## src/rtl/branch_resolve.sv

```systemverilog
module branch_resolve #(
  parameter int AW      = 16,
  parameter bit REG_OUT = 1'b1
) (
  input  logic          clk,
  input  logic          rst,
  input  logic [15:0]   instr_i,
  input  logic [AW-1:0] pc_i,
  input  logic          flag_n,
  input  logic          flag_z,
  input  logic          flag_c,
  input  logic          flag_v,
  output logic          is_jump_o,
  output logic          taken_o,
  output logic [AW-1:0] target_o,
  output logic [AW-1:0] next_pc_o
);
  localparam int OFF_W = 10;
  localparam int EXT_W = AW - OFF_W - 1;
  localparam logic [2:0] JMP_GROUP = 3'b001;

  logic          jmp_fmt;
  logic [2:0]    cond;
  logic          cond_ok;
  logic          take;
  logic [AW-1:0] seq_pc;
  logic [AW-1:0] disp;
  logic [AW-1:0] dest;
  logic [AW-1:0] nxt;

  assign jmp_fmt = (instr_i[15:13] == JMP_GROUP);
  assign cond    = instr_i[12:10];
  assign seq_pc  = pc_i + AW'(2);
  assign disp    = {{EXT_W{instr_i[OFF_W-1]}}, instr_i[OFF_W-1:0], 1'b0};
  assign dest    = seq_pc + disp;

  always_comb begin
    unique case (cond)
      3'd0: cond_ok = ~flag_z;
      3'd1: cond_ok =  flag_z;
      3'd2: cond_ok = ~flag_c;
      3'd3: cond_ok =  flag_c;
      3'd4: cond_ok =  flag_n;
      3'd5: cond_ok = ~(flag_n ^ flag_v);
      3'd6: cond_ok =  (flag_n ^ flag_v);
      default: cond_ok = 1'b1;
    endcase
  end

  assign take = jmp_fmt & cond_ok;
  assign nxt  = take ? dest : seq_pc;

  generate
    if (REG_OUT) begin : g_reg
      always_ff @(posedge clk) begin
        if (rst) begin
          is_jump_o <= 1'b0;
          taken_o   <= 1'b0;
          target_o  <= '0;
          next_pc_o <= '0;
        end else begin
          is_jump_o <= jmp_fmt;
          taken_o   <= take;
          target_o  <= dest;
          next_pc_o <= nxt;
        end
      end
    end else begin : g_comb
      assign is_jump_o = jmp_fmt;
      assign taken_o   = take;
      assign target_o  = dest;
      assign next_pc_o = nxt;
    end
  endgenerate
endmodule

```

## config.mk

```make
export PLATFORM = sky130hd
export DESIGN_NAME = branch_resolve
export DESIGN_NICKNAME = d
export VERILOG_FILES = /design/src/rtl/branch_resolve.sv
export SDC_FILE = /design/constraint.sdc
export NUM_CORES = 1
export LEC_CHECK = 0
export BUFFER_PORTS_ARGS = -buffer_cell sky130_fd_sc_hd__buf_2
export CORE_MARGIN = 2
export CORE_UTILIZATION = 54
export DETAILED_ROUTE_END_ITERATION = 10
export GPL_TIMING_DRIVEN = 0
export PLACE_DENSITY = 0.94
export REMOVE_ABC_BUFFERS = 1
export SLEW_MARGIN = 20
export SYNTH_ARGS = -nofsm -noshare
export SYNTH_HDL_FRONTEND = slang
export SYNTH_SLANG_ARGS = --single-unit
```

## constraint.sdc

```tcl
create_clock -name clk -period 4.41 [get_ports clk]
set_clock_uncertainty 0.2 [all_clocks]
set_input_delay 0 -clock clk [delete_from_list [all_inputs] [get_ports clk]]
set_output_delay 0 -clock clk [all_outputs]
set_load 0.03 [all_outputs]
```

==> Word-level counts from Yosys, hierarchy flattened <==
Index checks and enable logic that the tools add are counted.
{ "word_totals": {"latchBits": 0, "rom_bits": 0, "n_memories": 0, "output_inout_bits": 34, "elab_cells": 21, "register_bits": 34, "mem_bits_rw": 0} }
{ "classes": {"eq_ne": 7, "bitwise": 5, "n_mux": 2, "div": 0, "mul": 0, "reduce_logical": 1, "addsub": 2, "magnitude_cmp": 0, "n_shift": 0} }
{ "ops": {"columns": ["operator", "n"], "rows": [
  ["$add A16 B16 Y16", 1],
  ["$add A16 B2 Y16 const B", 1],
  ["$mux W16", 1],
  ["$eq A3 B3 Y1 const B", 3],
  ["$pmux W1 S7", 1],
  ["$eq A3 B1 Y1 const B", 2],
  ["$eq A3 B2 Y1 const B", 2],
  ["$logic_not A3 Y1", 1],
  ["$not A1 Y1", 3],
  ["$and A1 B1 Y1", 1],
  ["$xor A1 B1 Y1", 1]
]} }

==> Logic depth before layout (Yosys ltp) <==
Gate-level depths: netlist of the first run.
{ "logic_depth": {"word_depth": 5, "mapped_depth": 12} }

==> Least setup slack after synthesis of the first run <==
No wires, ideal clock.
{ "synth_path": {"path_kind": "input to register", "startpoint": "input port pc_i[1]", "endpoint": "register next_pc_o[15]", "path_buffers": 0, "path_stages": 12, "path_slack_ps": 1972, "setup_time_ps": 123, "t_arrival_ps": 2115, "required_ps": 4087, "path_cell_list": "ha_1 -> nand3_1 -> nor2_1 -> and3_1 -> xor2_1 -> ha_1 -> inv_1 -> o21bai_1 -> a21oi_1 -> o31a_1 -> mux2i_1 -> mux2_1"} }
{ "synth_between": {"elab_chain_cells": 3} }
{ "synth_rtl": {"columns": ["item", "line", "text"], "rows": [
  ["from (decl)", "8", "input logic [AW-1:0] pc_i,"],
  ["$add A16 B2 Y16 *", "33", "assign seq_pc = pc_i + AW'(2);"],
  ["$add A16 B16 Y16", "35", "assign dest = seq_pc + disp;"],
  ["$mux W16 *", "51", "assign nxt = take ? dest : seq_pc;"],
  ["to (signal assigned)", "65", "next_pc_o <= nxt;"],
  ["to (decl)", "16", "output logic [AW-1:0] next_pc_o"]
]} }
Mark *: on every way between the ends. The rest lies on a longest branch, timed or not.
A chain may end at the register's enable or synchronous reset.

==> Worst setup path after layout of the first run <==
Same ends and word-level chain as after synthesis.

==> flow_summary.yaml, run 1 <==
floorplan:
  ios: 72
  row_count: 22
  dieArea_mm2: 0.00426
  start_util_pct: 55.8
  core-area_mm2: 0.00363
  fp.dieW_um: 65.2
  fp.dieH_um: 65.2
pwr:
  power.density_mw_per_mm2: 338
  swShare_pct: 31.7
  peakVddDrop_mv: 0.180
  power_leakage_nw: 1.40
  p_comb_share_pct: 33.0
  p_switching_uw: 295
  p_int_uw: 637
  p_seq_share_pct: 36.0
  clkPwrFrac_pct: 31.0
  p_total_uw: 932
run_status:
  status: "complete, no violations"
clocking:
  cts.sinks: 33
  cts.clk_slew.worst_paths_ps: 70
  cts_tree: "done"
  clockBufferDepth: 2
  numCtsBuffers: 5
  cts_root_buf: "clkbuf_8"
  htree_levels: 2
final_layout:
  nets: 380
  n_fill_cell: 254
  diodes: 0
  areaGrowthSynthToFinish_pct: 36.1
  drive_above_1_share_pct: 26.3
global_route:
  antenna_found_initial: 0
  grt_usage_pct: 22.9
  grt_pass1_vias: 1796
  grt_max_degree: 31
  grt_pass1_wl_um: 7580
  grt-ovfl-total: 0
logic_synthesis:
  synth_edf_count: 0
  yosys-top-cells-area: "dfxtp_1 33%, ha_1 12%, xor2_1 7.4%"
  synth_ff_type: "dfxtp_1"
  yosysMostFrequentCell: "dfxtp_1"
  synth_seq_cells: 33
  synth_top_area_share_pct: 32.6
  synth_cell_types: 48
  avgSynthCellArea_um2: 8.92
  yosysTopAreaCell: "dfxtp_1"
  async_flop_share_pct: 0
  yosys_warnings: 0
  seq_area_frac_synth_pct: 32.6
  netlist_area_mm2: 0.00203
  syn_inst: 227
  synthTopCellsByCount: "33 x dfxtp_1, 24 x nor2_1, 19 x ha_1"
min_path:
  worstHoldPathType: "in -> reg"
  hold_start: "pc_i[6]"
  hold_end: "next_pc_o[6]"
  worstHoldPathCells: 4
sta:
  timing.setup.tns_ps: 0
  relSlewSlack_pct: 65.2
  finalCriticalPeriod_ps: 3150
  drv_slew: 0
  worst-slew-pin-transition_ps: 522
  min_period_over_period_pct: 71.4
  final-setup-viol-count: 0
  fmax_ghz: 0.318
  hold_violations: 0
  rsz0062_at_grt: "no"
worst_setup_path:
  critical_path.slowest_cell: "dlygate4sd3_1"
  path_cells: "dlygate4sd3_1, buf_2, ha_1, nand3_1, nor2_1, and3_1, xor2_1, ha_1, inv_1, o21bai_1, a21oi_1, o31a_1, mux2i_1, mux2_1"
  worstPathArrival_ps: 3130
  crit_path_end_kind: "register"
  critPathTopFamily: "buffers and inverters"
  worst-setup-path-type: "in -> reg"
  slowest_delay_ps: 530
  cp_max_fo: 5
  worst_ep_required_time_ps: 4390
  crit_top_cell: "ha_1"
  cp.buffers_inverters: 3
  cp-start-kind: "primary input"
routing:
  viasPerCell: 5.13
  antenna_left: 0
  dr.pass1.iters: 4
  vias: 1903
  drcViolationCount: 0
  wl_per_cell_um: 11.9
  routed_wl_um: 4430
  drt-initial-drc-count: 98
placed_design:
  portBuffers: 71
  dp_hpwl_um: 3150
  place.gp.congestion: 0.853
job:
  cap_violations: 0
==> cell families after synthesis <==
family	Yosys count	share of synthesized area [%]
compound gates	44	14.8
xor+xnor	25	10.8
fa+ha+maj	20	12.7
mux	11	5.56
flops	33	32.6
simple gates	76	19.5
buf+inv	18	4.01
==> how the worst max path moves through the flow <==
stage	from	to	cells past startpoint
4_1_cts	pc_i[1]	next_pc_o[15]	14
3_3_place_gp	pc_i[1]	next_pc_o[15]	13
6_report	pc_i[1]	next_pc_o[15]	14
2_1_floorplan	pc_i[1]	next_pc_o[15]	12
5_1_grt	pc_i[1]	next_pc_o[14]	12
3_5_place_dp	pc_i[1]	next_pc_o[15]	13
==> metrics by stage <==
stage | setup slack [ps] | instance area, um^2 | utilization [%] | std cells | hold WS, ps
6_report | 1260 | 2760 | 75.9 | 371 | 5.63
3_5_place_dp | 1500 | 2400 | 66.1 | 339 | 22.8
3_3_place_gp | 1590 | 2400 | 66.1 | 339 | 15.7
4_1_cts | 1290 | 2760 | 75.9 | 371 | 6.49
2_1_floorplan | 1970 | 1990 | - | 220 | -128
5_1_grt | 968 | 2760 | 75.9 | 371 | 31.6
==> layout by cell type, fill, tap and decap left out, types with 2 or more instances in the layout <==
cell type / n
a21o_2: 2
a21oi_1: 12
a21oi_2: 2
and3_1: 4
buf_2: 71
clkbuf_8: 6
dfxtp_1: 33
dlygate4sd3_1: 24
ha_1: 19
inv_1: 11
mux2i_1: 9
nand2_1: 10
nand2b_1: 4
nand3_1: 8
nand4_1: 5
nor2_1: 24
nor2b_1: 11
o21ai_0: 9
o21bai_1: 2
o22ai_1: 4
o31a_1: 2
xnor2_1: 8
xor2_1: 17
==> routing by layer <==
layer,global-route usage (%),wire (um)
met4,9.64,124
met5,0,0
met1,27.6,1910
met2,39.5,2130
met3,4.62,272
==> sequential cells by signal (all words and copies together), names as in the netlist <==
register / flops
is_jump_o: 1
target_o: 16
taken_o: 1
next_pc_o: 15
==> power groups by stage <==
stage,Sequential (mW),Clock [mW],Combinational [mW]
floorplan,0.411,0,0.137
global placement,0.342,0,0.280
detailed placement,0.343,0,0.286
CTS,0.336,0.295,0.305
global route,0.338,0.316,0.335
finish,0.336,0.289,0.307
==> what timing repair did <==
item                                    CTS  global route
hold endpoints to repair                 31             0
setup buffers                             0             0
resized for setup                         0             0
endpoints found under the setup margin    0             0
hold buffers                             24             0
==> final cells by class <==
cell class                      count  area (um^2)  area share [%]
Tap cell                           48         60.1            2.18
Clock buffer                        7         86.3            3.13
Sequential cell                    33          661            24.0
Timing Repair Buffer               95          596            21.6
Clock inverter                      1         30.0            1.09
Multi-Input combinational cell    176         1280            46.6
Inverter                           11         41.3            1.50
Power figures use the tool's default switching activity.
==> inputs of run 2 (changes only) <==
--- a/config.mk
+++ b/config.mk
@@ -7,10 +7,10 @@
 export LEC_CHECK = 0
 export BUFFER_PORTS_ARGS = -buffer_cell sky130_fd_sc_hd__buf_2
 export CORE_MARGIN = 2
-export CORE_UTILIZATION = 54
+export CORE_UTILIZATION = 50
 export DETAILED_ROUTE_END_ITERATION = 10
 export GPL_TIMING_DRIVEN = 0
-export PLACE_DENSITY = 0.94
+export PLACE_DENSITY = 0.88
 export REMOVE_ABC_BUFFERS = 1
 export SLEW_MARGIN = 20
 export SYNTH_ARGS = -nofsm -noshare
==> constraint.sdc (replaced) <==
create_clock -name clk -period 3.2 [get_ports clk]
set_clock_uncertainty 0.2 [all_clocks]
set_input_delay 0 -clock clk [delete_from_list [all_inputs] [get_ports clk]]
set_output_delay 0 -clock clk [all_outputs]
set_load 0.03 [all_outputs]
==> flow_summary.yaml, run 2 (same netlist as run 1, synthesis figures left out) <==
sta:
  timing.setup.tns_ps: 0
  finalCriticalPeriod_ps: 3120
  relSlewSlack_pct: 66.0
  min_period_over_period_pct: 97.6
  hold_violations: 0
  worst-slew-pin-transition_ps: 510
  timing.hold.ws_ps: 54.2
  drv_slew: 0
  final-setup-viol-count: 0
  fmax_ghz: 0.320
job:
  cap_violations: 0
pwr:
  peakVddDrop_mv: 0.288
  power.density_mw_per_mm2: 460
  p_total_mw: 1.33
  power_leakage_nw: 1.44
floorplan:
  dieArea_mm2: 0.00458
  start_util_pct: 51.4
  core-area_mm2: 0.00394
  fp.dieW_um: 67.7
  row_count: 23
  ios: 72
  fp.dieH_um: 67.7
final_layout:
  largestRegisters: "target_o: 16 flops, next_pc_o: 15 flops"
  largest_reg_flops: 16
  drive_above_1_share_pct: 29.7
  diodes: 0
  layout_commonest_cell: "buf_2"
  nets: 387
  layout_common_cells: "71 x buf_2, 33 x dfxtp_1, 27 x dlygate4sd3_1"
  final_util_pct: 73.2
  largest_register: "target_o"
  areaGrowthSynthToFinish_pct: 42.4
  design_area_mm2: 0.00289
routing:
  routed_wl_um: 5610
  drt-initial-drc-count: 94
  antenna_left: 0
  vias: 2052
  wl_per_cell_um: 14.8
  drcViolationCount: 0
  dr.pass1.iters: 5
  viasPerCell: 5.40
placed_design:
  dp_hpwl_um: 3360
  portBuffers: 71
  place_area_mm2: 0.00240
  place.gp.congestion: 0.868
global_route:
  grt_pass1_vias: 1880
  antenna_found_initial: 0
  grt-ovfl-total: 0
  grt_usage_pct: 24.0
  grt_max_degree: 31
  grt_pass1_wl_um: 8110
worst_setup_path:
  crit_top_cell: "nand2_1"
  cp_max_fo: 4
  path_cells: "dlygate4sd3_1, buf_2, nand4_1, nor2_2, nand2_1, xor2_2, inv_1, ha_4, nand2_1, o21ai_0, a21oi_2, buf_4, o31a_1, mux2i_1, mux2_1"
  crit_path_end_kind: "register"
  worst_ep_required_time_ps: 3180
  critical_path.slowest_cell: "dlygate4sd3_1"
  worstPathArrival_ps: 3100
  worst-setup-path-type: "in -> reg"
  slowest_delay_ps: 530
  cp-start-kind: "primary input"
clocking:
  numCtsBuffers: 5
  cts_root_buf: "clkbuf_8"
  cts.clk_slew.worst_paths_ps: 70
  cts.sinks: 33
  htree_levels: 2
  cts_tree: "done"
  clockBufferDepth: 2
min_path:
  worstHoldPathType: "in -> reg"
  worstHoldPathCells: 4
run_status:
  status: "complete, no violations"
run 2: cell type report:
| class | count | area (um^2) |
|---|---|---|
| multi-input combinational | 176 | 1350 |
| tap | 50 | 62.6 |
| clock inverter | 1 | 30.0 |
| clock buffer | 7 | 86.3 |
| timing repair buffer | 102 | 656 |
| fill | 274 | 1060 |
| inverter | 11 | 41.3 |
| sequential | 33 | 661 |
run 2: final timing paths:
path	endpoint	slack (ps)	from
worst min-delay path	target_o[8]	50	instr_i[6]
worst max-delay path	next_pc_o[15]	80	pc_i[3]
run 2: per-stage QoR:
step,setup WS [ps],std cells
2_1_floorplan,762,220
3_3_place_gp,382,341
3_5_place_dp,319,341
4_1_cts,66.4,376
5_1_grt,-49.7,380
6_report,77.1,380
run 2: routing by layer:
layer	GRT usage [%]	share of wire, %	vias up
met2	45.0	51	107
met3	5.67	6.8	18
li1	-	-	994
met4	11.7	3.2	0
met1	24.6	39	933
met5	0	0	-
run 2: what timing repair did:
item | CTS | global route
hold endpoints to repair | 29 | 0
gates resized for setup | 0 | 11
buffers inserted | 0 | 4
endpoints found under the setup margin | 0 | 6
hold buffers | 27 | 0
run 2: power breakdown:
group | total [mW] | leakage [nW] | internal (mW) | switching, mW
clock | 0.405 | 0.0585 | 0.254 | 0.151
combinational | 0.458 | 1.10 | 0.184 | 0.274
sequential | 0.465 | 0.275 | 0.455 | 0.0101
total | 1.33 | 1.44 | 0.893 | 0.436
run 2: worst max-delay path, delay by kind of cell:
kind | cells | cell delay, ps
muxes | 2 | 520
buffers and inverters | 4 | 940
AOI/OAI and AO/OA | 3 | 590
adders and majority gates | 1 | 300
and+or+nand+nor | 4 | 570
xor gates and xnor gates | 1 | 170
==> inputs of run 3 (changes only) <==
--- a/config.mk
+++ b/config.mk
@@ -10,7 +10,8 @@
 export CORE_UTILIZATION = 50
 export DETAILED_ROUTE_END_ITERATION = 10
 export GPL_TIMING_DRIVEN = 0
-export PLACE_DENSITY = 0.88
+export HOLD_SLACK_MARGIN = 0.02
+export PLACE_DENSITY = 0.8
 export REMOVE_ABC_BUFFERS = 1
 export SLEW_MARGIN = 20
 export SYNTH_ARGS = -nofsm -noshare
==> flow_summary.yaml, run 3 (same netlist as run 1, synthesis figures left out) <==
floorplan:
  ios: 72
  fp.dieW_um: 67.7
  dieArea_mm2: 0.00458
  start_util_pct: 51.4
  row_count: 23
  fp.dieH_um: 67.7
  core-area_mm2: 0.00394
sta:
  final-setup-viol-count: 0
  fmax_ghz: 0.317
  worst-slew-pin-transition_ps: 516
  hold_violations: 0
  drv_slew: 0
  min_period_over_period_pct: 98.5
  finalCriticalPeriod_ps: 3150
  relSlewSlack_pct: 65.6
global_route:
  met1_usage_pct: 25.7
  antenna_found_initial: 1
  grt_max_degree: 31
  globalRouteMet2Util_pct: 41.7
  grt_most_used_layer: "met2"
  grt-ovfl-total: 0
  grt_pass1_vias: 1798
  grt_usage_pct: 23.2
  grt_use_met3_pct: 5.33
  grt_pass1_wl_um: 7820
clocking:
  cts.clk_slew.worst_paths_ps: 70
  numCtsBuffers: 5
  htree_levels: 2
  cts_root_buf: "clkbuf_8"
  clockBufferDepth: 2
  cts.sinks: 33
  cts_tree: "done"
final_layout:
  nets: 385
  largestRegisters: "target_o: 16 flops, next_pc_o: 15 flops"
  largest_register: "target_o"
  design_area_mm2: 0.00287
  drive_above_1_share_pct: 31.1
  layout_commonest_cell: "buf_2"
  final_util_pct: 72.8
  areaGrowthSynthToFinish_pct: 41.7
  largest_reg_flops: 16
  layout_common_cells: "71 x buf_2, 33 x dfxtp_1, 26 x dlygate4sd3_1"
routing:
  drcViolationCount: 0
  vias: 2041
  antenna_left: 0
  dr.pass1.iters: 4
  viasPerCell: 5.39
  drt-initial-drc-count: 81
  routed_wl_um: 5510
  wl_per_cell_um: 14.5
worst_setup_path:
  crit_end: "next_pc_o[8]"
  cp_max_fo: 5
  worst_ep_required_time_ps: 3240
  worstSetupStartpoint: "pc_i[1]"
  crit_path_end_kind: "register"
  cp-start-kind: "primary input"
  worst-setup-path-type: "in -> reg"
  worstPathArrival_ps: 3190
placed_design:
  place.gp.congestion: 0.891
  portBuffers: 71
  place_area_mm2: 0.00240
  dp_hpwl_um: 3470
run_status:
  status: "complete, no violations"
pwr:
  power_leakage_nw: 1.43
  peakVddDrop_mv: 0.286
  power.density_mw_per_mm2: 444
  p_total_mw: 1.28
min_path:
  worstHoldPathType: "in -> reg"
job:
  cap_violations: 0
[run 3: worst max-delay path, cell delays in order]
cell           delay, ps
dlygate4sd3_1        540
buf_2                160
nand3_1              110
xnor2_1              250
ha_1                 350
a21o_2               230
a21oi_1              320
a21boi_1             150
nor4_1               280
a311oi_2              80
o22ai_1              170
dlygate4sd3_1        550
[run 3: layer usage]
layer / share of wire, % / vias to the layer above
met5: 0 / -
met4: 3.7 / 0
met3: 7.3 / 23
met2: 50 / 106
met1: 39 / 923
li1: - / 989
[run 3: worst min-delay path by stage]
stage	startpoint	to	slack [ps]	cells past startpoint
floorplan	rst	is_jump_o	-130	1
global placement	pc_i[0]	target_o[0]	10	2
detailed placement	pc_i[0]	target_o[0]	20	2
CTS	pc_i[2]	next_pc_o[2]	30	4
global route	pc_i[2]	next_pc_o[2]	70	4
finish	pc_i[2]	next_pc_o[2]	10	4
[run 3: area by class of cell]
| class | count | area, um^2 |
|---|---|---|
| well taps | 50 | 62.6 |
| fillers | 282 | 1070 |
| repair buffers | 100 | 638 |
| clock inverters | 1 | 5.00 |
| clock buffers | 7 | 96.3 |
| multi-input cells | 176 | 1360 |
| diodes | 1 | 2.50 |
| flip-flops and latches | 33 | 661 |
| inverters | 11 | 41.3 |
[run 3: what timing repair did]
item	in CTS	in global routing
hold buffers	26	0
resized for setup	0	19
endpoints found under the hold margin	32	0
setup endpoints to repair	0	8
buffers inserted	0	3
[run 3: per-stage QoR]
step / setup WS [ps] / hold WS [ps] / cells / setup TNS [ps]
final: 48.3 / 9.84 / 379 / 0
after global routing: -92.0 / 67.1 / 379 / -241
after CTS: 26.8 / 31.6 / 375 / 0
after detailed placement: 266 / 20.3 / 341 / 0
after global placement: 375 / 13.4 / 341 / 0
after floorplan: 762 / -128 / 220 / 0
[run 3: report_power, final]
group          internal (mW)  switching [mW]
Combinational          0.184           0.274
Clock                  0.194           0.159
Sequential             0.455         0.00897
Total                  0.833           0.442
